===== config.mk =====
export PLATFORM = sky130hd
export DESIGN_NAME = smb_bus_watch
export DESIGN_NICKNAME = d
export VERILOG_FILES = /design/src/rtl/smb_bus_watch.sv
export SDC_FILE = /design/constraint.sdc
export NUM_CORES = 1
export LEC_CHECK = 0
export BUFFER_PORTS_ARGS = -buffer_cell sky130_fd_sc_hd__buf_2
export CELL_PAD_IN_SITES_DETAIL_PLACEMENT = 0
export CELL_PAD_IN_SITES_GLOBAL_PLACEMENT = 1
export CORE_MARGIN = 2
export CORE_UTILIZATION = 49
export DETAILED_ROUTE_END_ITERATION = 8
export PLACE_DENSITY_LB_ADDON = 0.1
export SLEW_MARGIN = 20
export SYNTH_ARGS = -nofsm -noshare
export SYNTH_HDL_FRONTEND = slang
export SYNTH_SLANG_ARGS = --single-unit

===== constraint.sdc =====
create_clock -name clk -period 2.74 [get_ports clk]
set_clock_uncertainty 0.15 [all_clocks]
set_input_delay 0 -clock clk [delete_from_list [all_inputs] [get_ports clk]]
set_output_delay 0 -clock clk [all_outputs]
set_load 0.05 [all_outputs]

===== src/rtl/smb_bus_watch.sv =====
module smb_bus_watch #(
  parameter int unsigned FILT_CYC    = 4,
  parameter int unsigned LOW_NOM_CYC = 250,
  parameter int unsigned TOUT_CYC    = 1250000,
  parameter int unsigned SEXT_CYC    = 1250000,
  parameter int unsigned MEXT_CYC    = 500000,
  parameter int unsigned SLOW_CYC    = 2500,
  parameter int unsigned IDLE_CYC    = 2500
) (
  input  logic clk,
  input  logic rst_n,
  input  logic clr,
  input  logic scl_in,
  input  logic sda_in,
  output logic bus_busy,
  output logic start_pulse,
  output logic rstart_pulse,
  output logic stop_pulse,
  output logic idle,
  output logic timeout_flag,
  output logic sext_flag,
  output logic mext_flag,
  output logic slow_flag
);

  function automatic int unsigned umax(input int unsigned a, input int unsigned b);
    return (a > b) ? a : b;
  endfunction

  localparam int unsigned MAXV = umax(umax(umax(TOUT_CYC, SEXT_CYC), umax(MEXT_CYC, SLOW_CYC)),
                                      umax(IDLE_CYC, LOW_NOM_CYC));
  localparam int CW = $clog2(MAXV + 2);
  localparam int FW = $clog2(FILT_CYC + 1);
  localparam logic [CW-1:0] TOP    = CW'(MAXV + 1);
  localparam logic [CW-1:0] TOUT_V = CW'(TOUT_CYC);
  localparam logic [CW-1:0] SEXT_V = CW'(SEXT_CYC);
  localparam logic [CW-1:0] MEXT_V = CW'(MEXT_CYC);
  localparam logic [CW-1:0] SLOW_V = CW'(SLOW_CYC);
  localparam logic [CW-1:0] IDLE_V = CW'(IDLE_CYC);
  localparam logic [CW-1:0] NOM_V  = CW'(LOW_NOM_CYC);

  function automatic logic [CW-1:0] bump(input logic [CW-1:0] v);
    return (v == TOP) ? v : v + 1'b1;
  endfunction

  logic [1:0] raw, filt;
  assign raw = {sda_in, scl_in};

  for (genvar i = 0; i < 2; i++) begin : g_line
    logic m1, m2, f;
    logic [FW-1:0] run;
    always_ff @(posedge clk or negedge rst_n) begin
      if (!rst_n) begin
        m1 <= 1'b1; m2 <= 1'b1; f <= 1'b1; run <= '0;
      end else begin
        m1 <= raw[i];
        m2 <= m1;
        if (m2 == f) run <= '0;
        else if (run == FW'(FILT_CYC - 1)) begin
          f   <= m2;
          run <= '0;
        end else run <= run + 1'b1;
      end
    end
    assign filt[i] = f;
  end

  logic scl, sda, scl_q, sda_q;
  assign scl = filt[0];
  assign sda = filt[1];

  logic [CW-1:0] low_cnt, high_cnt, idle_cnt, sacc, macc;
  logic [3:0] bitcnt;
  logic sph;

  assign start_pulse  = scl & scl_q & sda_q & ~sda;
  assign stop_pulse   = scl & scl_q & ~sda_q & sda;
  assign rstart_pulse = start_pulse & bus_busy;
  assign idle         = idle_cnt > IDLE_V;

  logic scl_rise, ack_edge, tout_hit, slow_hit, stretch;
  assign scl_rise = scl & ~scl_q;
  assign ack_edge = bus_busy & scl_rise & (bitcnt == 4'd8);
  assign tout_hit = ~scl & (low_cnt == TOUT_V);
  assign slow_hit = (~scl & (low_cnt == SLOW_V)) | (scl & bus_busy & (high_cnt == SLOW_V));
  assign stretch  = bus_busy & ~scl & (low_cnt >= NOM_V);

  always_ff @(posedge clk or negedge rst_n) begin
    if (!rst_n) begin
      scl_q <= 1'b1; sda_q <= 1'b1;
      low_cnt <= '0; high_cnt <= '0; idle_cnt <= '0;
      bus_busy <= 1'b0; bitcnt <= '0; sph <= 1'b0;
      sacc <= '0; macc <= '0;
    end else begin
      scl_q    <= scl;
      sda_q    <= sda;
      low_cnt  <= scl ? '0 : bump(low_cnt);
      high_cnt <= (!scl || start_pulse) ? '0 : bump(high_cnt);
      idle_cnt <= (scl && sda) ? bump(idle_cnt) : '0;

      if (start_pulse) bus_busy <= 1'b1;
      else if (stop_pulse || tout_hit || idle) bus_busy <= 1'b0;

      if (start_pulse || stop_pulse || tout_hit) bitcnt <= '0;
      else if (bus_busy && scl_rise) bitcnt <= (bitcnt == 4'd8) ? 4'd0 : bitcnt + 4'd1;

      if (start_pulse || ack_edge) sph <= 1'b1;
      else if (scl_rise) sph <= 1'b0;

      if (!bus_busy || tout_hit) sacc <= '0;
      else if (stretch && sph) sacc <= bump(sacc);

      if (!bus_busy || tout_hit || ack_edge || start_pulse) macc <= '0;
      else if (stretch && !sph) macc <= bump(macc);
    end
  end

  always_ff @(posedge clk or negedge rst_n) begin
    if (!rst_n) begin
      timeout_flag <= 1'b0; sext_flag <= 1'b0; mext_flag <= 1'b0; slow_flag <= 1'b0;
    end else begin
      timeout_flag <= tout_hit       | (timeout_flag & ~clr);
      sext_flag    <= (sacc > SEXT_V) | (sext_flag & ~clr);
      mext_flag    <= (macc > MEXT_V) | (mext_flag & ~clr);
      slow_flag    <= slow_hit       | (slow_flag & ~clr);
    end
  end

  AST_START_BUSY: assert property (@(posedge clk) disable iff (!rst_n)
    start_pulse |=> bus_busy);
  AST_START_SINGLE: assert property (@(posedge clk) disable iff (!rst_n)
    start_pulse |=> !start_pulse);
  AST_STOP_FREE: assert property (@(posedge clk) disable iff (!rst_n)
    stop_pulse |=> !bus_busy);
  AST_TOUT_DROP: assert property (@(posedge clk) disable iff (!rst_n)
    $rose(timeout_flag) |-> !bus_busy);
  AST_FLAG_HOLD: assert property (@(posedge clk) disable iff (!rst_n)
    (timeout_flag && !clr) |=> timeout_flag);
  AST_IDLE_HIGH: assert property (@(posedge clk) disable iff (!rst_n)
    idle |-> $past(scl && sda));

endmodule


# Word-level counts from Yosys, hierarchy flattened
# Index checks and enable logic that the tools add are counted.
# op_classes
mul	0
n_lt_le_gt_ge	4
div	0
reduce_logical	25
n_shift	0
addsub	8
bitwise	31
n_eq_ne	18
muxes	23
# op_table
operator	n
2-to-1 mux 21 bit	12
equality test 21 bit (second input constant)	6
adder 21 x 1 -> 21 bit (second input constant)	5
equality test 21 x 12 -> 1 bit (second input constant)	2
greater-or-equal comparator 21 x 8 -> 1 bit (second input constant)	1
greater-than comparator 21 x 12 -> 1 bit (second input constant)	1
greater-than comparator 21 x 19 -> 1 bit (second input constant)	1
greater-than comparator 21 bit (second input constant)	1
bitwise AND 1 bit	19
2-to-1 mux 3 bit	4
2-to-1 mux 4 bit	3
inequality test 2 bit (second input constant)	5
nonzero test 2 bit	5
logical OR 1 bit	9
AND reduction 2 bit	4
NOT 1 bit	7
adder 3 x 1 -> 3 bit (second input constant)	2
equality test 3 x 2 -> 1 bit (second input constant)	2
OR 1 bit	5
adder 4 x 1 -> 4 bit (second input constant)	1
equality test 4 bit (second input constant)	1
logical AND 1 bit	4
2-to-1 mux 1 bit	4
logical NOT 1 bit	3
equality test 1 bit	2
# word_totals
mem_count	0
wordCells	131
regBits	129
latchBits	0
ramBits	0
in_bits	5
out_inout_bits	9
rom_bits	0

# Depth between registers and ports, before layout
# logic_depth
depth_word	8
ltp_mapped	8
depth_no_buf	7

# Least setup slack after synthesis
# No wires, ideal clock.
# synth_timing
path_kind	register to register
startpoint	register g_line[1].f
endpoint	register bus_busy
t_arrival_ns	2.175
setup_ns	0.166
setup_slack_ns	0.249
path_stages_with_launch	6
t_required_ns	2.424
path_cell_list	dfstp_2 nand2_1 nor3b_1 nor2_1 nand2_1 o31ai_1
# synth_via
elab_chain_cells	4
word_cells_on_any_way	7
# synth_rtl
element	line	text
from (decl)	50	logic m1, m2, f;
from (signal assigned)	60	f <= m2;
bitwise AND 1 bit	77	assign stop_pulse = scl & scl_q & ~sda_q & sda;
via stop_pulse	18	output logic stop_pulse,
logical OR 1 bit (2 in a row)	102	else if (stop_pulse || tout_hit || idle) bus_busy <= 1'b0;
nonzero test 2 bit (no line)	-	
to (signal assigned)	92	bus_busy <= 1'b0; bitcnt <= '0; sph <= 1'b0;
to (signal assigned)	101	if (start_pulse) bus_busy <= 1'b1;
to (signal assigned)	102	
to (decl)	15	output logic bus_busy,
# The timed path passes the listed nets, and every way through them passes these cells.
# A chain may end at the register's enable or synchronous reset.

# Worst setup path after layout
# layout_timing
startpoint	register idle_cnt[14]
endpoint	output port idle
# layout_via
elab_chain_cells	1
# layout_rtl
element	line	text
from (decl)	72	logic [CW-1:0] low_cnt, high_cnt, idle_cnt, sacc, macc;
from (signal assigned)	99	idle_cnt <= (scl && sda) ? bump(idle_cnt) : '0;
greater-than comparator 21 x 12 -> 1 bit	79	assign idle = idle_cnt > IDLE_V;
to (decl)	19	output logic idle,
# No other way between the ends.

==> out/qor.csv <==
metric;value;unit
layout-drive-gt1-share;10.2;%
syn-num-nets;792;
avgSynthCellArea;9.29;sq um
nFillCells;1298;
relSlewSlack;55.6;%
power.total;5.59;mW
row_count;44;
cp-end-kind;output pin;
setup.worst_path.class;reg -> out;
io_buffers;13;
holdCritPathClass;in -> async;
dp.cells;953;
synth_enable_flop_cells;0;
viasPerCell;5.95;
hpwl;11100;um
cp_slowest_cell;or4_1;
multi_input_area;0.00359;sq mm
gr-total-overflow;0;
grt_pass1_wl;27800;um
path_clk_slew;60;ps
yosys.area_share.xor_xnor;5.66;%
dieArea;0.0155;sq mm
ys_seq_elements;129;
drv_slew;0;
worst_hold_slack;-19.5;ps
synth_compound_area_share;12.3;%
dr.first_iter.drc_count;583;
crit_path_max_fanout;6;
max_freq;398;MHz
seq_area;0.00324;sq mm
p_per_area;693;mW/mm^2
synth_mux_area_share;1.44;%
cts_sinks;129;
max_stage_delay;540;ps
status;complete, but fails checks;
setup_viol;0;
violations;negative hold slack;
worst-path-buf-inv;1;
p_leak;3.14;nW
seq_area_frac_synth;45.5;%
crit-reg2reg-launch;low_cnt[9];
cpMostUsedCell;or4_1;
synth-main-ff-cell;dfrtp_1;
period_needed;2520;ps
r2r_slack;300;ps
post_cts_resized;0;
yosysWarnings;0;
cp_top_family;simple AND/OR/NAND/NOR gates;
cts_buffers;17;
worst_pin_slew;664;ps
timing.final.crit_share;91.8;%
netlist_instances;767;
wl_met3;632;um
critPathLaunchType;flop;
layout_commonest_cell;dfrtp_1;
dr.max_layer_used;met4;
drv_cap;0;
drt-total-wl;16200;um
hold_viol_final;12;
routed-wl-met2;7890;um
grt_max_degree;64;
h-tree-depth;4;
rsz0062_at_grt;false;
worst_ep_required_time;2590;ps
dieWidth;125;um
start_util;49.6;%
fp.dieH;125;um
rr_worst_depth;5;
critPathArrivalTime;2370;ps
coreArea;0.0144;sq mm
ys_types;58;
grt_usage;21.8;%
postRouteAntennaNets;0;
antenna_found_initial;0;
fin_cells;989;
area_growth;13.3;%
diodes;0;
drc;0;
layout_common_cells;dfrtp_1, nor2_1, nand2_1, a21oi_1, nand3_1;
clk_latency;420;ps
clock_path_buffers;2;
synth_top_family_by_area;simple AND/OR/NAND/NOR gates;
vias;5881;
hold_buffers;4;
post_cts_buffers;0;
boundaryPins;14;
ir_worst_vdd;493;uV
synthAdderAreaFrac;3.51;%
reg2reg_to;sacc[20];
syn_area;0.00712;sq mm
wl_per_cell;16.3;um
detail_route.first_pass.iterations;5;
tns;0;ps
met1_length;7490;um
grt_pass1_vias;5719;
cts_tree;done;
yosys.area_share.simple;27.5;%
fin_nets;817;
place.gp.congestion;0.867;
clockRootBuffer;clkbuf_16;
crit_chain;or4_1, or4_1, a21oi_1, o211ai_1, buf_2;
ys_async_sr_fraction;100;%
-- logic make-up after synthesis --
family                     Yosys count
AOI/OAI and AO/OA                  139
xor gates and xnor gates            46
adders and majority gates           20
buffers and inverters               66
DFF                                129
muxes                               10
and+or+nand+nor                    357
-- layer usage --
metal	global-route usage (%)	vias to the layer above
met5	0	-
met4	5.82	0
met3	4.73	13
met2	36.0	119
met1	29.1	2880
li1	-	2869
-- synthesized netlist by cell type, types with 4 or more instances --
| cell | count | area share (%) |
|---|---|---|
| a21oi_1 | 54 | 3.8 |
| and2_1 | 6 | 0.53 |
| and3_1 | 8 | 0.70 |
| and4_1 | 8 | 0.98 |
| buf_2 | 5 | 0.35 |
| buf_6 | 4 | 0.63 |
| clkbuf_1 | 16 | 0.84 |
| dfrtp_1 | 121 | 43 |
| dfstp_2 | 8 | 3.0 |
| ha_1 | 20 | 3.5 |
| inv_1 | 36 | 1.9 |
| mux2i_1 | 8 | 1.1 |
| nand2_1 | 55 | 2.9 |
| nand3_1 | 45 | 3.2 |
| nand3b_1 | 5 | 0.53 |
| nand4_1 | 27 | 2.4 |
| nor2_1 | 72 | 3.8 |
| nor2b_1 | 7 | 0.61 |
| nor3_1 | 28 | 2.0 |
| nor3b_1 | 5 | 0.53 |
| nor4_1 | 17 | 1.5 |
| o2111ai_1 | 5 | 0.61 |
| o211ai_1 | 9 | 0.95 |
| o21ai_0 | 29 | 2.0 |
| o31ai_1 | 22 | 2.3 |
| or3_1 | 25 | 2.2 |
| or4_1 | 27 | 2.8 |
| xnor2_1 | 28 | 3.4 |
| xor2_1 | 18 | 2.2 |
-- through the flow --
step | instance area [sq um] | util, % | setup WS [ps]
after floorplan | 7120 | - | 249
after global placement | 7420 | 51.6 | 425
after detailed placement | 7420 | 51.6 | 354
after CTS | 8070 | 56.2 | 221
after global routing | 8070 | 56.2 | 139
final | 8070 | 56.2 | 224
-- worst reg2reg max path, stage by stage, from the launching register on --
cell      delay, ps
dfrtp_1         440
nor4_2          310
a211oi_1        180
o32a_4          530
or4_1           580
a21oi_1         170
-- how the worst max path moves through the flow --
| stage | endpoint | cells after the start | slack [ps] | startpoint |
|---|---|---|---|---|
| CTS | idle | 5 | 220 | idle_cnt[14] |
| global route | idle | 5 | 140 | idle_cnt[14] |
| floorplan | bus_busy | 5 | 250 | g_line[1].f |
| detailed placement | sacc[20] | 5 | 350 | low_cnt[9] |
| finish | idle | 5 | 220 | idle_cnt[14] |
| global placement | sacc[18] | 5 | 420 | low_cnt[9] |
-- power by group --
group / internal (mW) / switching, mW / leakage [nW] / total [mW]
logic: 0.334 / 0.657 / 1.09 / 0.991
clock network: 1.54 / 0.833 / 0.294 / 2.38
registers: 2.07 / 0.157 / 1.76 / 2.23
total: 3.95 / 1.65 / 3.14 / 5.59
-- state kept, by name, indices dropped and copies added (netlist names), 2 cells and up --
signal and cells:
bitcnt 4, g_line.f 2, g_line.m1 2, g_line.m2 2, g_line.run 6, high_cnt 21, idle_cnt 21, low_cnt 21
macc 21, sacc 21
-- layout make-up --
| cell class | count | share of cell area (%) |
|---|---|---|
| flip-flops and latches | 129 | 40.1 |
| clock inverters | 10 | 1.97 |
| well taps | 184 | 2.85 |
| repair buffers | 36 | 3.30 |
| multi-input cells | 572 | 44.5 |
| clock buffers | 22 | 5.63 |
| inverters | 36 | 1.67 |
No activity file was read; power rests on OpenSTA's default activity.
